File: src/rtl/pgchk_pkg.sv
package pgchk_pkg;

    typedef enum logic [1:0] {
        ACC_LOAD  = 2'd0,
        ACC_STORE = 2'd1,
        ACC_FETCH = 2'd2,
        ACC_RSVD  = 2'd3
    } acc_e;

    typedef struct packed {
        logic r;
        logic w;
        logic x;
    } perm_t;

    typedef struct packed {
        logic store;
        logic prot;
        logic guard;
    } cause_t;

endpackage

File: src/rtl/pgchk_auth.sv
module pgchk_auth
    import pgchk_pkg::*;
#(
    parameter logic [1:0] ATT_NIIO = 2'b10
) (
    input  acc_e       acc,
    input  logic [1:0] att,
    input  logic       priv,
    input  perm_t      eaa,
    input  logic       prob,
    input  logic       privctx,
    input  logic       part,
    input  perm_t      amr,
    output perm_t      grant,
    output logic       fault,
    output cause_t     cause
);

    perm_t raw;
    perm_t need;
    logic  is_store;
    logic  guarded;
    logic  missing;

    assign is_store = (acc == ACC_STORE);
    assign guarded  = (acc == ACC_FETCH) && (att == ATT_NIIO);

    // three-way authority selection
    always_comb begin
        if (!part && priv && prob) begin
            raw = '0;
        end else if (privctx || priv || part) begin
            raw = eaa;
        end else begin
            raw = eaa & amr;
        end
    end

    // permission each access kind requires
    always_comb begin
        need = '0;
        unique case (acc)
            ACC_STORE: need.w = 1'b1;
            ACC_FETCH: need.x = 1'b1;
            default:   need.r = 1'b1;
        endcase
    end

    assign missing = |(need & ~raw);

    always_comb begin
        cause = '0;
        if (guarded) begin
            cause.guard = 1'b1;
        end else if (missing) begin
            cause.prot  = 1'b1;
            cause.store = is_store;
        end
    end

    assign fault = cause.guard | cause.prot;

    always_comb begin
        grant = raw;
        if (!is_store) begin
            grant.w = 1'b0;
        end
    end

endmodule

File: src/rtl/pgchk_rc.sv
module pgchk_rc #(
    parameter int unsigned PTE_W   = 64,
    parameter int unsigned REF_BIT = 8,
    parameter int unsigned CHG_BIT = 7
) (
    input  logic [PTE_W-1:0] pte,
    input  logic             is_store,
    input  logic             fault,
    output logic [PTE_W-1:0] pte_new,
    output logic             wb
);

    logic [PTE_W-1:0] set_mask;

    always_comb begin
        set_mask          = '0;
        set_mask[REF_BIT] = 1'b1;
        set_mask[CHG_BIT] = is_store;
    end

    assign pte_new = fault ? pte : (pte | set_mask);
    assign wb      = !fault && ((pte & set_mask) != set_mask);

endmodule

File: src/rtl/pgchk_top.sv
module pgchk_top
    import pgchk_pkg::*;
#(
    parameter int unsigned PTE_W     = 64,
    parameter int unsigned REF_BIT   = 8,
    parameter int unsigned CHG_BIT   = 7,
    parameter int unsigned ATT_LSB   = 4,
    parameter int unsigned PRIV_BIT  = 3,
    parameter int unsigned EAA_LSB   = 0,
    parameter logic [1:0]  ATT_NIIO  = 2'b10
) (
    input  logic             clk,
    input  logic             rst_n,
    input  logic             req_i,
    input  logic [1:0]       acc_i,
    input  logic [PTE_W-1:0] pte_i,
    input  logic             prob_i,
    input  logic             privctx_i,
    input  logic             part_i,
    input  logic [2:0]       amr_i,
    output logic             rsp_valid_o,
    output logic [2:0]       perm_o,
    output logic             fault_o,
    output logic [2:0]       cause_o,
    output logic [PTE_W-1:0] pte_o,
    output logic             wb_o
);

    localparam int unsigned ATT_MSB = ATT_LSB + 1;
    localparam int unsigned EAA_MSB = EAA_LSB + 2;

    typedef enum logic {
        ST_IDLE,
        ST_RESP
    } state_e;

    state_e           state_q;
    state_e           state_d;
    acc_e             acc;
    perm_t            grant;
    logic             fault;
    cause_t           cause;
    logic [PTE_W-1:0] pte_new;
    logic             wb;

    assign acc = acc_e'(acc_i);

    pgchk_auth #(
        .ATT_NIIO (ATT_NIIO)
    ) u_auth (
        .acc     (acc),
        .att     (pte_i[ATT_MSB:ATT_LSB]),
        .priv    (pte_i[PRIV_BIT]),
        .eaa     (perm_t'(pte_i[EAA_MSB:EAA_LSB])),
        .prob    (prob_i),
        .privctx (privctx_i),
        .part    (part_i),
        .amr     (perm_t'(amr_i)),
        .grant   (grant),
        .fault   (fault),
        .cause   (cause)
    );

    pgchk_rc #(
        .PTE_W   (PTE_W),
        .REF_BIT (REF_BIT),
        .CHG_BIT (CHG_BIT)
    ) u_rc (
        .pte      (pte_i),
        .is_store (acc == ACC_STORE),
        .fault    (fault),
        .pte_new  (pte_new),
        .wb       (wb)
    );

    // next-state: IDLE_TO_RESP, RESP_TO_RESP, RESP_TO_IDLE, IDLE_STAY
    always_comb begin
        state_d = state_q;
        unique case (state_q)
            ST_IDLE: state_d = req_i ? ST_RESP : ST_IDLE;
            ST_RESP: state_d = req_i ? ST_RESP : ST_IDLE;
            default: state_d = ST_IDLE;
        endcase
    end

    always_ff @(posedge clk or negedge rst_n) begin
        if (!rst_n) begin
            state_q <= ST_IDLE;
        end else begin
            state_q <= state_d;
        end
    end

    // result registers, loaded on each accepted request
    always_ff @(posedge clk or negedge rst_n) begin
        if (!rst_n) begin
            perm_o  <= '0;
            fault_o <= 1'b0;
            cause_o <= '0;
            pte_o   <= '0;
            wb_o    <= 1'b0;
        end else if (req_i) begin
            perm_o  <= grant;
            fault_o <= fault;
            cause_o <= cause;
            pte_o   <= pte_new;
            wb_o    <= wb;
        end
    end

    assign rsp_valid_o = (state_q == ST_RESP);

    AST_VALID_AFTER_REQ: assert property (@(posedge clk) disable iff (!rst_n)
        req_i |=> rsp_valid_o);
    AST_HOLD_NO_REQ: assert property (@(posedge clk) disable iff (!rst_n)
        !req_i |=> (!rsp_valid_o && $stable(pte_o) && $stable(perm_o)));
    AST_NONSTORE_NO_WRITE: assert property (@(posedge clk) disable iff (!rst_n)
        (req_i && acc_i != 2'd1) |=> !perm_o[1]);
    AST_REF_ON_SUCCESS: assert property (@(posedge clk) disable iff (!rst_n)
        (rsp_valid_o && !fault_o) |-> pte_o[REF_BIT]);
    AST_WB_ON_CHANGE: assert property (@(posedge clk) disable iff (!rst_n)
        req_i |=> (wb_o == (!fault_o && (pte_o != $past(pte_i)))));
    AST_STORE_FLAG: assert property (@(posedge clk) disable iff (!rst_n)
        req_i |=> (cause_o[2] == (fault_o && $past(acc_i) == 2'd1)));
    AST_ONE_CAUSE: assert property (@(posedge clk) disable iff (!rst_n)
        rsp_valid_o |-> (fault_o == ($countones(cause_o[1:0]) == 1)));

endmodule

File: config.mk
export PLATFORM = sky130hd
export DESIGN_NAME = pgchk_top
export DESIGN_NICKNAME = d
export VERILOG_FILES = /design/src/rtl/pgchk_pkg.sv /design/src/rtl/pgchk_auth.sv /design/src/rtl/pgchk_rc.sv /design/src/rtl/pgchk_top.sv
export SDC_FILE = /design/constraint.sdc
export NUM_CORES = 1
export LEC_CHECK = 0
export ABC_AREA = 1
export ABC_CLOCK_PERIOD_IN_PS = 800
export CAP_MARGIN = 30
export CORE_MARGIN = 2
export CORE_UTILIZATION = 50
export CTS_CLUSTER_DIAMETER = 80
export DETAILED_ROUTE_END_ITERATION = 10
export DONT_BUFFER_PORTS = 1
export PLACE_DENSITY = 0.68
export SLEW_MARGIN = 25
export SYNTH_ARGS = -nofsm -noshare
export SYNTH_HDL_FRONTEND = slang
export SYNTH_SLANG_ARGS = --single-unit
File: constraint.sdc
create_clock -name clk -period 0.8 [get_ports clk]
set_input_delay 0.08 -clock clk [delete_from_list [all_inputs] [get_ports clk]]
set_output_delay 0.08 -clock clk [all_outputs]
set_load 0.02 [all_outputs]
Yosys cells after proc, flatten, opt, wreduce, memory -nomap -nowiden

Index checks and enable logic that the tools add are counted.

Logic and storage cells: 37
Register bits: 73
Input port bits: 75

Reduce and logical (&&, ||, !) cells: 10
Muxes and demuxes: 11
Bitwise operators: 6
Equality and inequality tests: 4

Operator list:

| kind                                                 | number |
|---|---|
| bitwise AND 64 x 9 -> 64 bit                         | 1 |
| two-way mux 64 bit                                   | 1 |
| inequality test 64 x 9 -> 1 bit                      | 1 |
| OR 64 x 9 -> 64 bit                                  | 1 |
| bitwise AND 3 bit                                    | 2 |
| two-way mux 1 bit                                    | 6 |
| two-way mux 3 bit                                    | 2 |
| equality test 2 bit (second input constant)          | 2 |
| logical AND 1 bit                                    | 4 |
| two-way mux 2 bit                                    | 2 |
| NOT 3 bit                                            | 1 |
| OR reduction 3 bit                                   | 1 |
| equality test 2 x 1 -> 1 bit (second input constant) | 1 |
| zero test 1 bit                                      | 2 |
| logical OR 1 bit                                     | 2 |
| OR reduction 2 bit                                   | 1 |
| OR 1 bit                                             | 1 |

Depth between registers and ports, before layout

Gate-level depths: netlist (run 1).

Word-level depth: 12
Gate-level depth with buffers: 9

Cells and area by module

Synthesis (run 1) repeated with hierarchy kept, for this count alone.

Cell total of the unflattened synthesis: 414
Area total of the unflattened synthesis: 3478.3 µm²

Modules (own cells, without submodules):

| module     | times used | cells an instance | sequential area each (µm²) | area an instance (µm²) |
|---|---|---|---|---|
| pgchk_top  | 1          | 307               | 1826.8                     | 2781.4 |
| pgchk_rc   | 1          | 71                | 0.0                        | 505.5 |
| pgchk_auth | 1          | 36                | 0.0                        | 191.4 |

Worst setup path after synthesis (run 1)

Ideal clock, no wire load.

Kind: input to register
Start: input port acc_i[0]
End: register pte_o[8]
Path slack: -0.049 ns
Setup time: 0.116 ns
Arrival time: 0.733 ns
Cell stages on the path: 9
Path buffers: 0
Data required time: 0.684 ns
Cell sequence: inv_1 > ha_1 > nand2_1 > nor2_1 > inv_1 > nand4_2 > nand2_1 > nand2_1 > nand2_1

Cells in the longest elaborated chain, start to end: 9
Elaborated cells between the ends (all ways): 14
Those cells by class: eq/ne: 2; mux: 7; bitwise: 2; reduce/logical: 3

Ends and longest elaborated chain:

| element                                                             | line                               | text |
|---|---|---|
| from (decl)                                                         | pgchk_top.sv:15                    | `input logic [1:0] acc_i,` |
| equality test 2 bit or equality test 2 x 1 -> 1 bit (tied branches) | pgchk_auth.sv:26, pgchk_auth.sv:42 |  |
| OR reduction 2 bit (no line)                                        | --                                 |  |
| two-way mux 1 bit                                                   | pgchk_auth.sv:42                   | `unique case (acc)` |
| bitwise AND 3 bit                                                   | pgchk_auth.sv:49                   | `assign missing = \|(need & ~raw);` |
| OR reduction 3 bit                                                  | pgchk_auth.sv:49                   |  |
| two-way mux 2 bit                                                   | pgchk_auth.sv:55                   | `end else if (missing) begin` |
| two-way mux 2 bit                                                   | pgchk_auth.sv:53                   | `if (guarded) begin` |
| OR 1 bit (*)                                                        | pgchk_auth.sv:61                   | `assign fault = cause.guard \| cause.prot;` |
| two-way mux 64 bit (*)                                              | pgchk_rc.sv:21                     | `assign pte_new = fault ? pte : (pte \| set_mask);` |
| to (signal assigned)                                                | pgchk_top.sv:106                   | `pte_o <= pte_new;` |
| to (decl)                                                           | pgchk_top.sv:25                    | `output logic [PTE_W-1:0] pte_o,` |

Mark *: on every way between the ends. The rest lies on a longest branch, timed or not.
A chain may end at the register's enable or synchronous reset.

Worst setup path in the final report (run 1)

Start: register pte_o[22]
End: output port pte_o[22]

No word-level cell between the ends.

==> flow_summary.toml, run 1 <==
[final_layout]
final-instance-count-excl-fill = 580
layout-drive-gt1-share_pct = 29.2
postLayoutCellArea_um2 = 4930
final_nets = 580
syn_to_final_growth_pct = 69.5

[grt]
grt_pass1_wl_um = 13200
grt_max_degree = 74
grt_pass1_vias = 2784
groute.usage.overall_pct = 27.5
grt.overflow.total = 0
antenna_found_initial = 1

[critical_path]
crit_path_top_delay_cell = "dfrtp_1"
timing.rr.end = "pte_o[7]"
max_stage_delay_ps = 430
crit_path_start_kind = "register"
r2r_start = "pte_o[7]"
crit_cells = 1
cp-end-kind = "output port"
required_ps = 720
crit_fanout = 2
path_cells = "buf_6"
crit_type = "register to output port"
reg2reg_depth = 3
crit_start = "pte_o[22]"
endpoint = "pte_o[22]"
worst-endpoint-arrival_ps = 930
cpLargestDelayFamily = "flip-flops"
reg2reg_setup_slack_ps = -100
critPathBufInv = 1

[synthesis]
ys_seq_elements = 73
seq_area_frac_synth_pct = 62.7
ys.flop_type = "dfrtp_1"
yosys_warnings = 0
synthesis.nets = 408
netlist_top_cells_count = "nand2_1 (199), dfrtp_1 (73), buf_2 (11)"
synth_area_um2 = 2910
ys_top_cells_by_area = "dfrtp_1 (63%), nand2_1 (26%), buf_2 (1.9%)"
yosysTopAreaCell = "dfrtp_1"
synth_area_per_cell_um2 = 8.80
synth.most_common_cell = "nand2_1"
yosysUniqueCellTypes = 19
synth_edf_count = 0
synthCells = 331
synthArstFlopShare_pct = 100
synth_top_area_share_pct = 62.7

[timing]
max_freq_ghz = 0.988
rsz0062_at_grt = "yes"
period_needed_ps = 1010
timing.hold.ws_ps = -575
finalHoldViolations = 137
tightest_slew_ps = 269
finalClockSkew_ps = 0
max_slew_margin_pct = 81.9
slew_violations = 0
setup_violations = 83
finalCritPeriodShare_pct = 126
worst_slack_ps = -212

[route]
avgViaCountPerCell = 5.24
wire_per_inst_um = 17.5
drc_errors = 0
dr_wl_met3_um = 750
route.met2.wl_um = 5440
first_pass_iters = 4
drt_iter0_markers = 260
vias = 3041
top_layer = "met4"
routed_wl_um = 10200
wl_met1_um = 3500
ant_nets = 0

[placed_design]
port-buffer-count = 0
place_hpwl_um = 4510
placed_cell_area_um2 = 3540
place.gp.congestion = 0.737
dp.cells = 467

[floorplanning]
rows = 27
die_x_um = 80.3
die_h_um = 80.3
core_region_area_um2 = 5570
start_util_pct = 52.2
num_io_pins = 148
die_area_um2 = 6450

[clock_tree]
hold_buffers = 63
cts_sinks = 73
root_buffer = "clkbuf_8"
htreeDepth = 3
cts-buffers-inserted = 9
clk_latency_ps = 330
clkTransAtPathRegs_ps = 70
clockBufferDepth = 2
cts_tree = "yes"

[pwr]
p_sw_w = 0.00271
combPwrFrac_pct = 23.9
peakVddDrop_uv = 1400
powerDensity_nw_per_um2 = 1990
internal_power_w = 0.00709
clockPowerShare_pct = 32.2
p_seq_share_pct = 43.9
p_leak_nw = 2.60
power_switching_share_pct = 27.6

[outcome]
violations = "hold timing, setup timing"
status = "complete, but fails checks"

[worst_hold_path]
min_path_type = "primary input to asynchronous set/reset pin"

[flow_run]
max-cap-violations = 0
## power groups by stage
stage | Combinational (W) | Clock (W) | Sequential [W]
after CTS | 0.00205 | 0.00313 | 0.00427
after detailed placement | 0.00153 | 0 | 0.00427
after global routing | 0.00247 | 0.00337 | 0.00433
after floorplan | 0.000479 | 0 | 0.00468
after global placement | 0.00149 | 0 | 0.00426
final | 0.00234 | 0.00315 | 0.00430
## worst min path at each step
stage	endpoint	slack [ps]	from
global placement	pte_o[12]	-210	rst_n
detailed placement	pte_o[12]	-210	rst_n
floorplan	cause_o[0]	-220	rst_n
finish	pte_o[15]	-570	rst_n
CTS	pte_o[1]	-580	rst_n
global route	pte_o[14]	-600	rst_n
## layout by cell type, fill, tap and decap left out, types with 3 or more instances in the layout
cell / n
nand2_1: 194
buf_6: 74
dfrtp_1: 72
dlygate4sd3_1: 63
buf_4: 37
clkbuf_8: 10
nand2_2: 9
nor2_1: 8
o21ai_1: 8
inv_2: 5
inv_1: 5
nand3b_1: 3
## worst reg2reg max path: stages, from the launching register on
cell and delay (ps):
dfrtp_1 420, buf_4 150, mux2i_1 130, o21ai_1 90
## layer usage
| metal | up-vias | GRT usage [%] |
|---|---|---|
| li1 | 1343 | - |
| met2 | 177 | 48.2 |
| met5 | - | 0 |
| met1 | 1475 | 30.7 |
| met4 | 0 | 11.5 |
| met3 | 46 | 8.76 |
## timing repair
item	4_1_cts	5_1_grt
hold endpoints to repair	142	137
endpoints found under the setup margin	73	74
cloned	0	0
resized for setup	72	8
buffers inserted	11	23
## per-stage QoR
step	power (W)	util [%]	worst slack [ps]	setup TNS [ps]
floorplan	0.00516	-	9.25	0
global placement	0.00576	63.6	-35.2	-53.9
detailed placement	0.00580	63.6	-95.9	-405
CTS	0.00945	85.0	-175	-11210
global route	0.0102	88.5	-229	-14570
finish	0.00980	88.5	-212	-12100
## layout make-up
cell class,instances,area (um^2)
Sequential cell,73,1830
Clock inverter,3,65.1
Inverter,11,43.8
Clock buffer,12,145
Multi-Input combinational cell,232,978
Antenna cell,1,2.50
Tap cell,72,90.1
Fill cell,253,639
Timing Repair Buffer,176,1780
## cells by family after synthesis
group / synth area share [%]
DFF: 62.7
AOI/OAI and AO/OA: 2.15
buffers and inverters: 4.51
and+or+nand+nor: 29.4
muxes: 0.344
adders and majority gates: 0.859
## sequential cells by signal, summed over array words and instances, names as in the netlist
register,count
cause_o,3
fault_o,1
perm_o,3
pte_o,64
rsp_valid_o,1
wb_o,1
No activity file was read; power rests on OpenSTA's default activity.
==> run 2: changes to the inputs <==
--- a/config.mk
+++ b/config.mk
@@ -5,7 +5,7 @@
 export SDC_FILE = /design/constraint.sdc
 export NUM_CORES = 1
 export LEC_CHECK = 0
-export ABC_AREA = 1
+export ABC_AREA = 0
 export ABC_CLOCK_PERIOD_IN_PS = 800
 export CAP_MARGIN = 30
 export CORE_MARGIN = 2
==> flow_summary.toml, run 2 <==
[floorplanning]
die_x_um = 80.1
core_region_area_um2 = 5540
die_h_um = 80.1
rows = 27
start_util_pct = 52.2
num_io_pins = 148
die_area_um2 = 6410

[timing]
slew_violations = 0
period_needed_ps = 1020
timing.hold.ws_ps = -581
worst_slack_ps = -222
finalHoldViolations = 145
finalClockSkew_ps = 0
rsz0062_at_grt = "yes"
setup_violations = 117
final.setup.tns_ps = -15440
finalCritPeriodShare_pct = 128
max_freq_ghz = 0.979
tightest_slew_ps = 336
max_slew_margin_pct = 77.6

[critical_path]
reg2reg_depth = 2
path_cells = "buf_6"
crit_path_top_delay_cell = "dfrtp_1"
reg2reg_setup_slack_ps = -140
max_stage_delay_ps = 440
required_ps = 720
r2r_start = "pte_o[31]"
crit_path_start_kind = "register"
cpLargestDelayFamily = "flip-flops"
crit_type = "register to output port"
cp-end-kind = "output port"
critPathBufInv = 1
crit_fanout = 2
timing.rr.end = "pte_o[31]"
worst-endpoint-arrival_ps = 940

[placed_design]
port-buffer-count = 0
place.gp.congestion = 0.724
place_hpwl_um = 4680

[route]
routed_wl_um = 10900
avgViaCountPerCell = 5.52
first_pass_iters = 4
ant_nets = 0
vias = 2446
drt_iter0_markers = 160
wire_per_inst_um = 24.5
drc_errors = 0

[clock_tree]
clkTransAtPathRegs_ps = 90
cts_tree = "yes"
cts_sinks = 73
clk_latency_ps = 340
clockBufferDepth = 2
hold_buffers = 62
cts-buffers-inserted = 9
root_buffer = "clkbuf_8"
htreeDepth = 3

[synthesis]
ys_top_cells_by_area = "dfrtp_1 (63%), mux2_2 (23%), inv_1 (1.6%)"
yosysTopAreaCell = "dfrtp_1"
synth_area_um2 = 2890
seq_area_frac_synth_pct = 63.1
synthCells = 195
yosys_warnings = 0
ys_seq_elements = 73
muxShareOfSynthArea_pct = 24.4
netlist_top_cells_count = "dfrtp_1 (73), mux2_2 (60), inv_1 (12)"
post_synth_xor_area_fraction_pct = 0
synthesis.nets = 272
synth_area_per_cell_um2 = 14.8
synth_edf_count = 0
synth_fa_ha_area_share_pct = 0.865
synth-simple-area-share_pct = 3.55
synth_compound_area_share_pct = 4.97
synth.most_common_cell = "dfrtp_1"
ys.flop_type = "dfrtp_1"
synth_top_area_share_pct = 63.1
synth_top_family_by_area = "multiplexers"
synthArstFlopShare_pct = 100
yosysUniqueCellTypes = 26

[grt]
grt.overflow.total = 0
grt_pass1_vias = 2682
antenna_found_initial = 0
groute.usage.overall_pct = 30.2
grt_max_degree = 79
grt_pass1_wl_um = 14000

[pwr]
p_leak_nw = 2.37
peakVddDrop_uv = 2000
powerDensity_nw_per_um2 = 2030
fin_total_pwr_w = 0.0105

[final_layout]
top_register = "pte_o"
largest_reg_flops = 64
final_nets = 442
layout_commonest_cell = "buf_6"
final_cell_mix = "buf_6 (95), dlygate4sd3_1 (62), dfrtp_2 (41)"
reg.largest.list = "pte_o (64), cause_o (3), perm_o (3)"
syn_to_final_growth_pct = 79.5
layout-drive-gt1-share_pct = 65.9
fillCellCount = 141

[outcome]
status = "complete, but fails checks"
violations = "hold timing, setup timing"

[worst_hold_path]
min_path_type = "primary input to asynchronous set/reset pin"

[flow_run]
max-cap-violations = 0
run 2: worst max-delay path by stage:
stage | startpoint | endpoint | slack [ps] | depth (start not counted)
3_3_place_gp | acc_i[0] | fault_o | -230 | 5
2_1_floorplan | acc_i[0] | fault_o | -220 | 5
6_report | cause_o[0] | cause_o[0] | -220 | 1
5_1_grt | pte_o[12] | pte_o[12] | -250 | 1
3_5_place_dp | acc_i[0] | pte_o[7] | -300 | 6
4_1_cts | pte_o[9] | pte_o[9] | -180 | 1
run 2: final cells by class:
cell class	count	area (um^2)	area share, %
antenna	1	2.50	0.0482
clock buffer	12	165	3.18
clock inverter	4	73.8	1.42
inverter	12	52.6	1.01
multi-input combinational	101	1160	22.3
sequential	73	1880	36.2
tap	72	90.1	1.73
timing repair buffer	168	1770	34.1
run 2: report_power, final:
group / internal (W) / total (W) / switching (W)
clock network: 0.00201 / 0.00341 / 0.00140
logic: 0.00161 / 0.00268 / 0.00107
registers: 0.00410 / 0.00445 / 0.000350
run 2: timing repair:
action	CTS	global route
pin swaps	1	3
hold endpoints to repair	146	146
resized for setup	75	45
buffers inserted	20	12
setup endpoints to repair	76	126
run 2: cells by family (layout without fill, tap and decap cells):
group,Yosys count,in the layout
mux,63,63
simple gates,18,18
fa+ha+maj,2,2
other cells,0,1
flops,73,73
compound gates,18,18
buf+inv,21,196
run 2: layer usage:
metal  part of all wire, %  vias up  global-route usage (%)
li1                      -     1029                       -
met1                    34     1190                    31.3
met2                    54      170                    56.3
met3                   6.6       57                    6.63
met4                   5.5        0                    16.1
met5                     0        -                       0
run 2: per-stage QoR:
step / instance area (um^2) / worst slack [ps] / cells / hold slack (ps) / utilization, %
finish: 5190 / -222 / 443 / -581 / 93.7
global route: 5190 / -245 / 442 / -593 / 93.7
CTS: 4970 / -180 / 433 / -580 / 89.7
detailed placement: 3680 / -297 / 335 / -214 / 66.4
global placement: 3680 / -234 / 335 / -214 / 66.4
floorplan: 3100 / -217 / 195 / -216 / -
